**config.mk**
```make
export PLATFORM = sky130hd
export DESIGN_NAME = dual_port_semaphore
export DESIGN_NICKNAME = d
export VERILOG_FILES = /design/src/rtl/dsem_pkg.sv /design/src/rtl/dsem_port_decode.sv /design/src/rtl/dsem_flag_cell.sv /design/src/rtl/dsem_read_latch.sv /design/src/rtl/dual_port_semaphore.sv
export SDC_FILE = /design/constraint.sdc
export NUM_CORES = 1
export LEC_CHECK = 0
export ABC_AREA = 1
export BUFFER_PORTS_ARGS = -buffer_cell sky130_fd_sc_hd__buf_4
export CORE_MARGIN = 10
export CORE_UTILIZATION = 50
export CTS_CLUSTER_SIZE = 24
export DETAILED_ROUTE_END_ITERATION = 16
export GPL_TIMING_DRIVEN = 0
export PLACE_DENSITY = 0.81
export SLEW_MARGIN = 0
export SYNTH_ARGS = -nofsm -noshare
export SYNTH_HDL_FRONTEND = slang
export SYNTH_SLANG_ARGS = --single-unit
export TNS_END_PERCENT = 50
```
**constraint.sdc**
```tcl
create_clock -name clk -period 2.9 [get_ports clk]
set_input_delay 0.145 -clock clk [delete_from_list [all_inputs] [get_ports clk]]
set_output_delay 0.145 -clock clk [all_outputs]
set_load 0.01 [all_outputs]
```
**src/rtl/dsem_pkg.sv**
```systemverilog
package dsem_pkg;

  typedef enum logic [1:0] {
    OWN_NONE  = 2'd0,
    OWN_LEFT  = 2'd1,
    OWN_RIGHT = 2'd2
  } owner_e;

  localparam int NUM_SIDES = 2;

  typedef struct packed {
    logic wr;    // write strobe this cycle
    logic wbit;  // data bit 0
    logic rd;    // read access active this cycle
  } port_cmd_t;

endpackage

```
**src/rtl/dsem_port_decode.sv**
```systemverilog
module dsem_port_decode
  import dsem_pkg::*;
#(
  parameter int ADDR_W = 13,
  parameter int DATA_W = 16,
  parameter int IDX_W  = 3
) (
  input  logic              cs,
  input  logic              sem_n,
  input  logic              rw,
  input  logic              oe_n,
  input  logic [ADDR_W-1:0] addr,
  input  logic [DATA_W-1:0] wdata,
  output port_cmd_t         cmd,
  output logic [IDX_W-1:0]  idx
);

  logic sel;
  logic unused_hi;

  // Upper address bits and upper data bits carry no meaning
  generate
    if (DATA_W > 1 && ADDR_W > IDX_W) begin : g_spare
      assign unused_hi = ^{addr[ADDR_W-1:IDX_W], wdata[DATA_W-1:1]};
    end else if (DATA_W > 1) begin : g_spare_d
      assign unused_hi = ^wdata[DATA_W-1:1];
    end else if (ADDR_W > IDX_W) begin : g_spare_a
      assign unused_hi = ^addr[ADDR_W-1:IDX_W];
    end else begin : g_spare_none
      assign unused_hi = 1'b0;
    end
  endgenerate

  always_comb begin
    sel      = cs & ~sem_n;
    cmd.wr   = sel & ~rw;
    cmd.wbit = wdata[0];
    cmd.rd   = sel & rw & ~oe_n;
    idx      = addr[IDX_W-1:0];
  end

endmodule

```
**src/rtl/dsem_flag_cell.sv**
```systemverilog
module dsem_flag_cell
  import dsem_pkg::*;
(
  input  logic clk,
  input  logic rst,
  input  logic l_wr,
  input  logic l_bit,
  input  logic r_wr,
  input  logic r_bit,
  output logic l_view,
  output logic r_view
);

  logic   req_l, req_r, tie_rr;
  logic   req_l_nx, req_r_nx, tie_rr_nx;
  owner_e owner, owner_nx;

  always_comb begin
    req_l_nx  = l_wr ? ~l_bit : req_l;
    req_r_nx  = r_wr ? ~r_bit : req_r;
    owner_nx  = owner;
    tie_rr_nx = tie_rr;
    case (owner)
      OWN_LEFT: begin
        if (!req_l_nx) owner_nx = req_r_nx ? OWN_RIGHT : OWN_NONE;
      end
      OWN_RIGHT: begin
        if (!req_r_nx) owner_nx = req_l_nx ? OWN_LEFT : OWN_NONE;
      end
      default: begin
        if (req_l_nx && req_r_nx) begin
          owner_nx  = tie_rr ? OWN_RIGHT : OWN_LEFT;
          tie_rr_nx = ~tie_rr;
        end else if (req_l_nx) begin
          owner_nx = OWN_LEFT;
        end else if (req_r_nx) begin
          owner_nx = OWN_RIGHT;
        end
      end
    endcase
  end

  always_ff @(posedge clk) begin
    if (rst) begin
      req_l  <= 1'b0;
      req_r  <= 1'b0;
      tie_rr <= 1'b0;
      owner  <= OWN_NONE;
    end else begin
      req_l  <= req_l_nx;
      req_r  <= req_r_nx;
      tie_rr <= tie_rr_nx;
      owner  <= owner_nx;
    end
  end

  // Active-low view: 0 only for the side that holds the token
  assign l_view = (owner != OWN_LEFT);
  assign r_view = (owner != OWN_RIGHT);

  AST_HOLDER_HAS_REQ: assert property (@(posedge clk) disable iff (rst)
    ((owner == OWN_LEFT) |-> req_l) and ((owner == OWN_RIGHT) |-> req_r));

  AST_HANDOFF: assert property (@(posedge clk) disable iff (rst)
    (owner == OWN_LEFT && l_wr && l_bit && req_r && !r_wr) |=> (owner == OWN_RIGHT));

  AST_NO_STEAL: assert property (@(posedge clk) disable iff (rst)
    (owner == OWN_RIGHT && !(r_wr && r_bit)) |=> (owner == OWN_RIGHT));

  AST_TIE_SINGLE: assert property (@(posedge clk) disable iff (rst)
    (owner == OWN_NONE && l_wr && !l_bit && r_wr && !r_bit)
      |=> (owner != OWN_NONE && tie_rr != $past(tie_rr)));

  AST_IDLE_STABLE: assert property (@(posedge clk) disable iff (rst)
    (!l_wr && !r_wr) |=> ($stable(req_l) && $stable(req_r)));

endmodule

```
**src/rtl/dsem_read_latch.sv**
```systemverilog
module dsem_read_latch #(
  parameter int NUM_FLAGS = 8,
  parameter int IDX_W     = 3,
  parameter int DATA_W    = 16
) (
  input  logic                 clk,
  input  logic                 rst,
  input  logic                 rd,
  input  logic [IDX_W-1:0]     idx,
  input  logic [NUM_FLAGS-1:0] flags,
  output logic [DATA_W-1:0]    rdata
);

  logic rd_q;
  logic sel_bit;

  assign sel_bit = flags[idx];

  always_ff @(posedge clk) begin
    if (rst) begin
      rd_q  <= 1'b0;
      rdata <= '1;
    end else begin
      rd_q <= rd;
      if (rd && !rd_q) rdata <= {DATA_W{sel_bit}};
    end
  end

  AST_READ_FROZEN: assert property (@(posedge clk) disable iff (rst)
    (rd && rd_q) |=> $stable(rdata));

endmodule

```
**src/rtl/dual_port_semaphore.sv**
```systemverilog
module dual_port_semaphore
  import dsem_pkg::*;
#(
  parameter int NUM_FLAGS = 8,
  parameter int ADDR_W    = 13,
  parameter int DATA_W    = 16
) (
  input  logic              clk,
  input  logic              rst,
  input  logic              l_cs,
  input  logic              l_sem_n,
  input  logic              l_rw,
  input  logic              l_oe_n,
  input  logic [ADDR_W-1:0] l_addr,
  input  logic [DATA_W-1:0] l_wdata,
  output logic [DATA_W-1:0] l_rdata,
  input  logic              r_cs,
  input  logic              r_sem_n,
  input  logic              r_rw,
  input  logic              r_oe_n,
  input  logic [ADDR_W-1:0] r_addr,
  input  logic [DATA_W-1:0] r_wdata,
  output logic [DATA_W-1:0] r_rdata
);

  localparam int IDX_W = (NUM_FLAGS > 1) ? $clog2(NUM_FLAGS) : 1;

  logic                 cs_a    [NUM_SIDES];
  logic                 sem_n_a [NUM_SIDES];
  logic                 rw_a    [NUM_SIDES];
  logic                 oe_n_a  [NUM_SIDES];
  logic [ADDR_W-1:0]    addr_a  [NUM_SIDES];
  logic [DATA_W-1:0]    wdata_a [NUM_SIDES];
  logic [DATA_W-1:0]    rdata_a [NUM_SIDES];
  port_cmd_t            cmd_a   [NUM_SIDES];
  logic [IDX_W-1:0]     idx_a   [NUM_SIDES];
  logic [NUM_FLAGS-1:0] view_a  [NUM_SIDES];
  logic [NUM_FLAGS-1:0] l_view_v, r_view_v;

  assign cs_a[0] = l_cs;     assign cs_a[1] = r_cs;
  assign sem_n_a[0] = l_sem_n; assign sem_n_a[1] = r_sem_n;
  assign rw_a[0] = l_rw;     assign rw_a[1] = r_rw;
  assign oe_n_a[0] = l_oe_n; assign oe_n_a[1] = r_oe_n;
  assign addr_a[0] = l_addr; assign addr_a[1] = r_addr;
  assign wdata_a[0] = l_wdata; assign wdata_a[1] = r_wdata;
  assign view_a[0] = l_view_v; assign view_a[1] = r_view_v;
  assign l_rdata = rdata_a[0];
  assign r_rdata = rdata_a[1];

  generate
    for (genvar s = 0; s < NUM_SIDES; s++) begin : g_side
      dsem_port_decode #(
        .ADDR_W(ADDR_W), .DATA_W(DATA_W), .IDX_W(IDX_W)
      ) u_dec (
        .cs(cs_a[s]), .sem_n(sem_n_a[s]), .rw(rw_a[s]), .oe_n(oe_n_a[s]),
        .addr(addr_a[s]), .wdata(wdata_a[s]),
        .cmd(cmd_a[s]), .idx(idx_a[s])
      );

      dsem_read_latch #(
        .NUM_FLAGS(NUM_FLAGS), .IDX_W(IDX_W), .DATA_W(DATA_W)
      ) u_rd (
        .clk(clk), .rst(rst), .rd(cmd_a[s].rd), .idx(idx_a[s]),
        .flags(view_a[s]), .rdata(rdata_a[s])
      );
    end

    for (genvar f = 0; f < NUM_FLAGS; f++) begin : g_flag
      logic hit_l, hit_r;
      assign hit_l = cmd_a[0].wr && (idx_a[0] == IDX_W'(f));
      assign hit_r = cmd_a[1].wr && (idx_a[1] == IDX_W'(f));

      dsem_flag_cell u_cell (
        .clk(clk), .rst(rst),
        .l_wr(hit_l), .l_bit(cmd_a[0].wbit),
        .r_wr(hit_r), .r_bit(cmd_a[1].wbit),
        .l_view(l_view_v[f]), .r_view(r_view_v[f])
      );
    end
  endgenerate

  AST_RESET_FREE: assert property (@(posedge clk) $past(rst) |-> (l_rdata == '1 && r_rdata == '1));

endmodule

```
==> metrics, run 1 <==
post-CTS resize count 0; Post-Synthesis Net Count 645; Fillers 667; cell taking the most area after synthesis dfxtp_1; Final Hold Vio Count 0; number of clock buffers inserted by TritonCTS 5; layout cell share with drive strength beyond 1 23.8%; CTS tree yes; via-per-instance ratio 5.12; DRC viols 0; Slew Limit Fails 0; EDFF count, synth 0; initial antenna violation count 0; MaxCap Viol Count 0; clock latency on the worst-skew pair roughly 0.3 ns; via count 3549; routability cong. 0.885; Top FF cell, synth dfxtp_1; Hold WC Path Type in -> reg; sw frac between 40% and 50%; Internal 1.34 mW; Finished Core Util 59.2%; number of global-route vias before repair 3235; global-route wire length before repair 14400 um; final WL 8710 um; PwrDens 572 mW/mm2; Finish-stage setup viols 0; synthesis-to-finish area growth 15.4%; crit path kind reg -> reg; Synth Register Bits 44; starting density of the core between 50 and 60%; Async SR Flop Fraction 0%; placed wire-length estimate 6830 um; Synth area leaders dfxtp_1, nand2_1, nor2_1, nand3_1, inv_1; clock-pin slew on the worst setup and hold paths 0.08 ns; Final Skew between 0.004 and 0.005 ns; postcts setup bufs 0; worst slew pin tran approximately 0.60 ns; Final TNS setup 0 ns; Synth Cell Area 0.00347 mm2; H-tree depth 2; Comb pwr share about half; Psw around 0.95 mW; area occupied by multi-input gates 0.00202 mm2; Hold Slack between 0.1 and 0.15 ns; Period minus WS final 1.43 ns; Clock Tree Buf Depth 2; die height a little over 100 um; WP data arrival roughly 1.7 ns; top cell type's share of synthesized area 25.4%; Clk network pwr share between 15 and 20%; count of cell types in the netlist 33; # port buffers 45; Ports 100; die area approximately 0.011 mm2; cell area after layout 0.00400 mm2; Tcrit/Tclk final 49.1%; maximum VDD drop 0.323 mV; ANT cells 0; outcome finished, final reports clean; register area 881 um2; element type at the critical path start flip-flop; required time of the critical path 3.15 ns; clk sinks 44; Yosys warning count 0; CP endpoint kind flip-flop; Avg Inst Size Synth 6.18 um2; Post-Layout Cell Count 693; Die X between 100 and 150 um; Worst slew margin between 50% and 60%; most frequent cell after synthesis nand2_1; crit-path max FO 4; register area share after synthesis ~25%; Placement Cell Area 0.00391 mm2; FMAX 0.702 GHz; Routed Antenna Nets 0; cell row count 30; Flop pwr share between 30 and 40%; DR iter-0 viols 268; RSZ-0062 raised after global routing no; most frequent cells after synthesis nand2_1, nor2_1, nand3_1; Core ar. roughly 0.0068 mm2; Avg WL per Cell 12.6 um; hold buffer count at cts 0; Leak 1.98 nW; pin count of the biggest net entering global routing 18; CTS root buffer clkbuf_8; post-synthesis cell count 561; gr usage total 16.6%; Layout Nets 697; TritonRoute pass-1 iters 5; Post-Place Cells around 700; total gr overflow 0
critical path, stage by stage, from the launching register on:
cell and delay [ns]:
dfxtp_1 0.33, inv_1 0.05, ha_1 0.25, o22ai_1 0.22, nor2_1 0.06, o21ai_0 0.29
nand2_1 0.09, nand3_1 0.07
power groups by stage:
stage	Clock, mW	Sequential, mW	Combinational (mW)
after floorplan	0	0.746	0.877
after global placement	0	0.754	1.08
after detailed placement	0	0.758	1.11
after CTS	0.435	0.745	1.12
after global routing	0.463	0.755	1.29
final	0.421	0.744	1.12
cell usage in the layout, fill, tap and decap left out:
| master | n |
|---|---|
| nor2_2 | 11 |
| nand2_4 | 2 |
| a31oi_1 | 3 |
| nand4_1 | 11 |
| buf_8 | 1 |
| clkbuf_8 | 7 |
| a21oi_1 | 2 |
| a21oi_2 | 1 |
| inv_1 | 65 |
| nor2_4 | 1 |
| nor2_1 | 108 |
| o21ai_0 | 10 |
| inv_2 | 8 |
| ha_1 | 16 |
| o21ai_2 | 2 |
| buf_2 | 3 |
| nand2_1 | 124 |
| and2_1 | 2 |
| nor2_8 | 1 |
| dfxtp_1 | 44 |
| nand3_1 | 68 |
| buf_1 | 1 |
| or3_1 | 1 |
| clkbuf_1 | 1 |
| or3_2 | 1 |
| and2_2 | 1 |
| nand3_2 | 7 |
| buf_6 | 2 |
| o22ai_1 | 6 |
| buf_4 | 76 |
| o21ai_1 | 2 |
| o211ai_1 | 1 |
| nand2_2 | 22 |
| nand3b_1 | 2 |
metrics by stage:
step                      setup WS (ns)  power, mW
after global placement             1.39       1.83
final                              1.47       2.29
after detailed placement           1.41       1.87
after CTS                          1.46       2.30
after floorplan                    1.72       1.62
after global routing               1.32       2.50
routing by layer:
metal  vias up  global-route usage (%)  wire length (um)
li1       1834                       -                 -
met1      1568                    19.4              3930
met2       132                    29.3              3930
met3        15                    3.59               682
met4         0                    5.35               175
met5         -                       0                 0
cell type report:
class,instances,share of cell area (%)
multi-input cells,405,50.5
flip-flops and latches,44,22.0
repair buffers,45,8.44
plain buffers,39,7.32
inverters,73,6.85
well taps,80,2.50
clock buffers,7,2.41
registers in the layout, summed over array words and instances (netlist names):
signal / cells
g_side.u_rd.rd_q: 2
g_flag.u_cell.req_r: 8
g_side.u_rd.rdata: 2
g_flag.u_cell.owner: 16
g_flag.u_cell.tie_rr: 8
g_flag.u_cell.req_l: 8
cells by family (layout without fill, tap and decap cells):
logic type / after synthesis / count (layout) / synth area share, %
flip-flops: 44 / 44 / 25.4
buffers and inverters: 112 / 164 / 16.3
AO/OA/AOI/OAI: 27 / 27 / 4.62
adder cells (fa/ha/maj): 16 / 16 / 5.77
AND/OR/NAND/NOR: 362 / 362 / 47.9
worst paths after layout:
check                                          from                              endpoint  slack (ns)  cells after the start
min                                          r_oe_n        g_side[1].u_rd.rd_q$_SDFF_PP0_        0.12                      3
max          g_flag[7].u_cell.owner[1]$_SDFFE_PP0P_  g_side[0].u_rd.rdata[0]$_SDFFE_PP1P_        1.47                      7
min reg2reg    g_flag[5].u_cell.tie_rr$_SDFFE_PP0P_  g_flag[5].u_cell.tie_rr$_SDFFE_PP0P_        0.45                      2
max reg2reg  g_flag[7].u_cell.owner[1]$_SDFFE_PP0P_  g_side[0].u_rd.rdata[0]$_SDFFE_PP1P_        1.47                      7
Power figures use the tool's default switching activity.
==> inputs of run 2 (changes only) <==
clock period = 1.5 ns   (was 2.9 ns; I/O delays follow)
==> run 2 against run 1 <==
Compared with the run above: total power grew 95%; core utilization hardly changed; count of clock-buffer cells in the layout unchanged; hold slack got worse by 0.073 ns; cell count unchanged; final area hardly changed; combinational power is 96% higher; die area stayed put; largest cell class unchanged; first-iteration DRC count down 7.8%; maximum frequency increased by 6.1%; register-to-register slack worse by 1.3 ns; largest power group unchanged.
==> metrics, run 2 (synthesis gave the netlist of run 1 again) <==
initial antenna violation count 0 (unchanged); Layout Nets 697 (unchanged); Period minus WS final 1.34 ns (-0.0814 ns); die height 103 um (unchanged); RSZ-0062 raised after global routing no; final WL 8760 um (+0.59%); DRC viols 0 (unchanged); maximum VDD drop 0.625 mV (+93%); Hold WC Path Type in -> reg; FMAX 0.744 GHz (+6.1%); PwrDens 1110 mW/mm2 (+95%); GR Layer Usage met1 19.4% (unchanged); Worst slew margin 58.5% (-1.2 points); # port buffers 45 (unchanged); Routed Antenna Nets 0 (unchanged); CTS tree yes; clk sinks 44 (unchanged); TritonRoute pass-1 iters 5 (unchanged); outcome finished, final reports clean; via-per-instance ratio 5.16 (+0.68%); CP endpoint kind flip-flop; die area 0.0107 mm2 (unchanged); Avg WL per Cell 12.6 um (+0.59%); element type at the critical path start flip-flop; required time of the critical path 1.71 ns (-1.44 ns); Placement Cell Area 0.00391 mm2 (unchanged); starting density of the core 51.3% (unchanged); Clock Tree Buf Depth 2 (unchanged); routability cong. 0.885 (unchanged); most frequent cells in the layout nand2_1, nor2_1, buf_4; gr usage total 16.6% (unchanged); Reg with most FFs g_flag.u_cell.owner; Slew Limit Fails 0 (unchanged); total gr overflow 0 (unchanged); worst slew pin tran 0.622 ns (+0.0174 ns); Core ar. 0.00676 mm2 (unchanged); crit-path max FO 4 (unchanged); Finish-stage setup viols 0 (unchanged); Ports 100 (unchanged); Final Hold Vio Count 0 (unchanged); commonest non-fill, non-tap cell in the layout nand2_1; via count 3573 (+0.68%); cell row count 30 (unchanged); DR iter-0 viols 247 (-7.8%); Final TNS setup 0 ns (unchanged); clock-pin slew on the worst setup and hold paths 0.08 ns (about the same); global-route wire length before repair 14400 um (unchanged); H-tree depth 2 (unchanged); clock latency on the worst-skew pair 0.30 ns (about the same); layout cell share with drive strength beyond 1 24.0% (+0.16 points); CTS root buffer clkbuf_8; number of global-route vias before repair 3235 (unchanged); Final Skew 0.00582 ns (+0.00153 ns); WP data arrival 1.55 ns (-0.12 ns); ANT cells 0 (unchanged); max FFs per register 16 (unchanged); Tcrit/Tclk final 89.6% (+40 points); met2 track demand over resource 29.3% (unchanged); number of clock buffers inserted by TritonCTS 5 (unchanged); pin count of the biggest net entering global routing 18 (unchanged); crit path kind reg -> reg; placed wire-length estimate 6830 um (unchanged); postcts setup bufs 0 (unchanged); synthesis-to-finish area growth 15.5% (about the same); cell area after layout 0.00400 mm2 (about the same); Die X 103 um (unchanged); Leak 1.98 nW (about the same); MaxCap Viol Count 0 (unchanged); gr busiest metal met2; met3 Resource Use GR 3.59% (unchanged)
run 2: cell counts in the layout (fill, tap and decap cells not counted):
Identical to the previous run, type by type.
run 2: power by group:
part	switching (mW)	internal [mW]	total [mW]
registers	0.106	1.33	1.44
clock network	0.410	0.411	0.821
logic	1.33	0.866	2.20
run 2: layout make-up:
class                      instances  area, um2
multi-input combinational        405       2020
sequential                        44        881
timing repair buffer              45        338
clock buffer                       7       96.3
inverter                          73        274
tap                               80        100
fill                             667       2750
buffer                            39        293
run 2: stage by stage:
step	setup slack, ns	power (mW)	util, %	std cells	hold WS (ns)
6_report	0.156	4.46	59.3	693	0.0488
3_3_place_gp	0.0591	3.55	57.8	686	0.356
2_1_floorplan	0.324	3.14	-	561	0.257
3_5_place_dp	0.0827	3.62	57.8	686	0.367
5_1_grt	0.0118	4.86	59.3	693	0.0696
4_1_cts	0.0589	4.44	59.2	693	0.0496
run 2: what timing repair did:
| action | 4_1_cts | 5_1_grt |
|---|---|---|
| gates resized for setup | 0 | 2 |
| hold buffers | 0 | 0 |
| endpoints found under the setup margin | 0 | 2 |
run 2: final timing paths:
path | from | to | slack [ns] | cells past startpoint
worst max-delay path | g_flag[3].u_cell.owner[0]$_SDFFE_PP0P_ | g_flag[3].u_cell.owner[1]$_SDFFE_PP0P_ | 0.16 | 8
worst min-delay path | r_oe_n | g_side[1].u_rd.rd_q$_SDFF_PP0_ | 0.05 | 3
worst max register to register | g_flag[3].u_cell.owner[0]$_SDFFE_PP0P_ | g_flag[3].u_cell.owner[1]$_SDFFE_PP0P_ | 0.16 | 8
worst min register to register | g_flag[5].u_cell.tie_rr$_SDFFE_PP0P_ | g_flag[5].u_cell.tie_rr$_SDFFE_PP0P_ | 0.45 | 2
run 2: per-layer routing:
metal | vias up | wire length (um)
met1 | 1574 | 3840
met5 | - | 0
met4 | 0 | 180
li1 | 1835 | -
met2 | 146 | 3920
met3 | 18 | 824
run 2: worst max-delay path, stage by stage (launching register included):
cell,delay [ns]
dfxtp_1,0.36
inv_1,0.06
ha_1,0.25
nor2_1,0.17
nand3_1,0.11
nand2_1,0.13
nand2_1,0.08
nand2_1,0.06
nor2_1,0.03
==> inputs of run 3 (changes only) <==
CORE_ASPECT_RATIO = 1.75   (was default)
==> run 3 against run 2 <==
Compared with the run above: register-to-register slack is essentially flat; final area rose by 1.6%; hold slack gained 0.0031 ns; clock skew decreased by 0.0045 ns; total power grew 7.7%; setup slack gained 0.0025 ns; critical path type unchanged; wire length increased by 1.6%; cell count increased by 0.58%; sequential cell count unchanged; highest routed layer unchanged; largest cell class unchanged; maximum frequency increased by 0.18%; sequential share of layout area fell by 0.35 points.
==> metrics, run 3 (synthesis gave the netlist of run 1 again) <==
outcome finished, final reports clean; FMAX 0.745 GHz (+0.18%); ANT cells 0 (unchanged); Final Hold Vio Count 0 (unchanged); Tcrit/Tclk final 89.4% (-0.16 points); Reg with most FFs g_flag.u_cell.owner; pin count of the biggest net entering global routing 18 (unchanged); commonest non-fill, non-tap cell in the layout nand2_1; MaxCap Viol Count 0 (unchanged); RSZ-0062 raised after global routing no; placed wire-length estimate 7130 um (+4.4%); total gr overflow 0 (unchanged); Pwr Total 4.80 mW (+7.7%); slowest cell on the critical path dfxtp_1; final WL 8910 um (+1.6%); initial antenna violation count 0 (unchanged); via count 3532 (-1.1%); CP endpoint kind flip-flop; Leak 2.01 nW (+1.2%); die height 130 um (+26%); crit-path cells inv_1 -> ha_1 -> o22ai_1 -> nor2_1 -> o21ai_0 -> nand2_1 -> nand3_1; Slew Limit Fails 0 (unchanged); cell row count 40 (+33%); clock latency on the worst-skew pair 0.29 ns (about the same); crit path kind reg -> reg; most frequent cells in the layout nand2_1, nor2_1, buf_4; CP top delay family compound AO/OA/AOI/OAI gates; Ports 100 (unchanged); Clock Tree Buf Depth 2 (unchanged); Routed Antenna Nets 0 (unchanged); routability cong. 0.934 (+5.5%); die area 0.0108 mm2 (+1.2%); gr usage total 16.3% (-0.28 points); # port buffers 45 (unchanged); Final Skew 0.00136 ns (-0.00446 ns); layout cell share with drive strength beyond 1 24.1% (+0.16 points); via-per-instance ratio 5.07 (-1.7%); Core ar. 0.00681 mm2 (+0.74%); DRC viols 0 (unchanged); number of global-route vias before repair 3347 (+3.5%); H-tree depth 2 (unchanged); Period minus WS final 1.34 ns (-0.00246 ns); Hold WC Path Type in -> reg; starting density of the core 50.9% (-0.38 points); DR iter-0 viols 184 (-26%); number of clock buffers inserted by TritonCTS 5 (unchanged); slowest stage delay, CP 0.34 ns (-0.02 ns); PwrDens 1180 mW/mm2 (+6.0%); Final TNS setup 0 ns (unchanged); clk sinks 44 (unchanged); CTS tree yes; Avg WL per Cell 12.8 um (+1.0%); Layout Nets 697 (unchanged); Die X 82.9 um (-20%); Critical path buffers and inverters 1 (unchanged); Hold Slack 0.0519 ns (+0.00310 ns); CTS root buffer clkbuf_16; element type at the critical path start flip-flop; Worst slew margin 59.7% (+1.1 points); clock-pin slew on the worst setup and hold paths 0.06 ns (-0.02 ns); maximum VDD drop 0.946 mV (+51%); required time of the critical path 1.73 ns (+0.02 ns); Finish-stage setup viols 0 (unchanged); worst slew pin tran 0.605 ns (-0.0172 ns); TritonRoute pass-1 iters 6 (+1); WP data arrival 1.57 ns (+0.02 ns); global-route wire length before repair 14800 um (+2.9%); crit-path max FO 4 (unchanged); max FFs per register 16 (unchanged); synthesis-to-finish area growth 17.3%; Fillers 671 (+0.60%)
[run 3: worst min-delay path: cells and delay by family]
kind | cells | cell delay (ns)
buffers and inverters | 1 | 0.07
AND/OR/NAND/NOR | 2 | 0.15
[run 3: final cells by class]
cell class	count	area, um2	area share (%)
multi-input combinational	405	2020	49.8
sequential	44	881	21.7
timing repair buffer	45	338	8.31
buffer	39	293	7.20
inverter	73	274	6.74
clock buffer	7	153	3.75
tap	84	105	2.58
[run 3: stage by stage]
| step | instances | utilization (%) | cell area (um2) | setup slack [ns] |
|---|---|---|---|---|
| after floorplan | 561 | - | 3470 | 0.324 |
| after global placement | 690 | 57.4 | 3910 | 0.0631 |
| after detailed placement | 690 | 57.4 | 3910 | 0.0726 |
| after CTS | 697 | 59.7 | 4060 | 0.139 |
| after global routing | 697 | 59.8 | 4070 | 0.0121 |
| final | 697 | 59.8 | 4070 | 0.159 |
[run 3: where the power goes]
| group | switching, mW | internal (mW) | leakage [nW] |
|---|---|---|---|
| combinational | 1.32 | 0.870 | 1.57 |
| clock | 0.463 | 0.700 | 0.0760 |
| sequential | 0.111 | 1.33 | 0.358 |
| total | 1.90 | 2.90 | 2.01 |
[run 3: metal layers]
metal / global-route usage [%] / wire length (um)
met1: 16.5 / 3420
met2: 30.8 / 4700
met3: 3.62 / 543
met4: 7.65 / 235
met5: 0 / 0
[run 3: worst paths after layout]
path                                               start                              endpoint  slack [ns]  depth (start not counted)
setup reg to reg  g_flag[5].u_cell.owner[1]$_SDFFE_PP0P_  g_side[0].u_rd.rdata[0]$_SDFFE_PP1P_        0.16                          7
hold reg to reg     g_flag[5].u_cell.tie_rr$_SDFFE_PP0P_  g_flag[5].u_cell.tie_rr$_SDFFE_PP0P_        0.45                          2
hold / removal                                    r_oe_n        g_side[1].u_rd.rd_q$_SDFF_PP0_        0.05                          3
setup / recovery  g_flag[5].u_cell.owner[1]$_SDFFE_PP0P_  g_side[0].u_rd.rdata[0]$_SDFFE_PP1P_        0.16                          7
[run 3: repair_timing]
action,4_1_cts,5_1_grt
hold buffers,0,0
buffers inserted,0,0
endpoints found under the setup margin,0,1
resized for setup,0,3
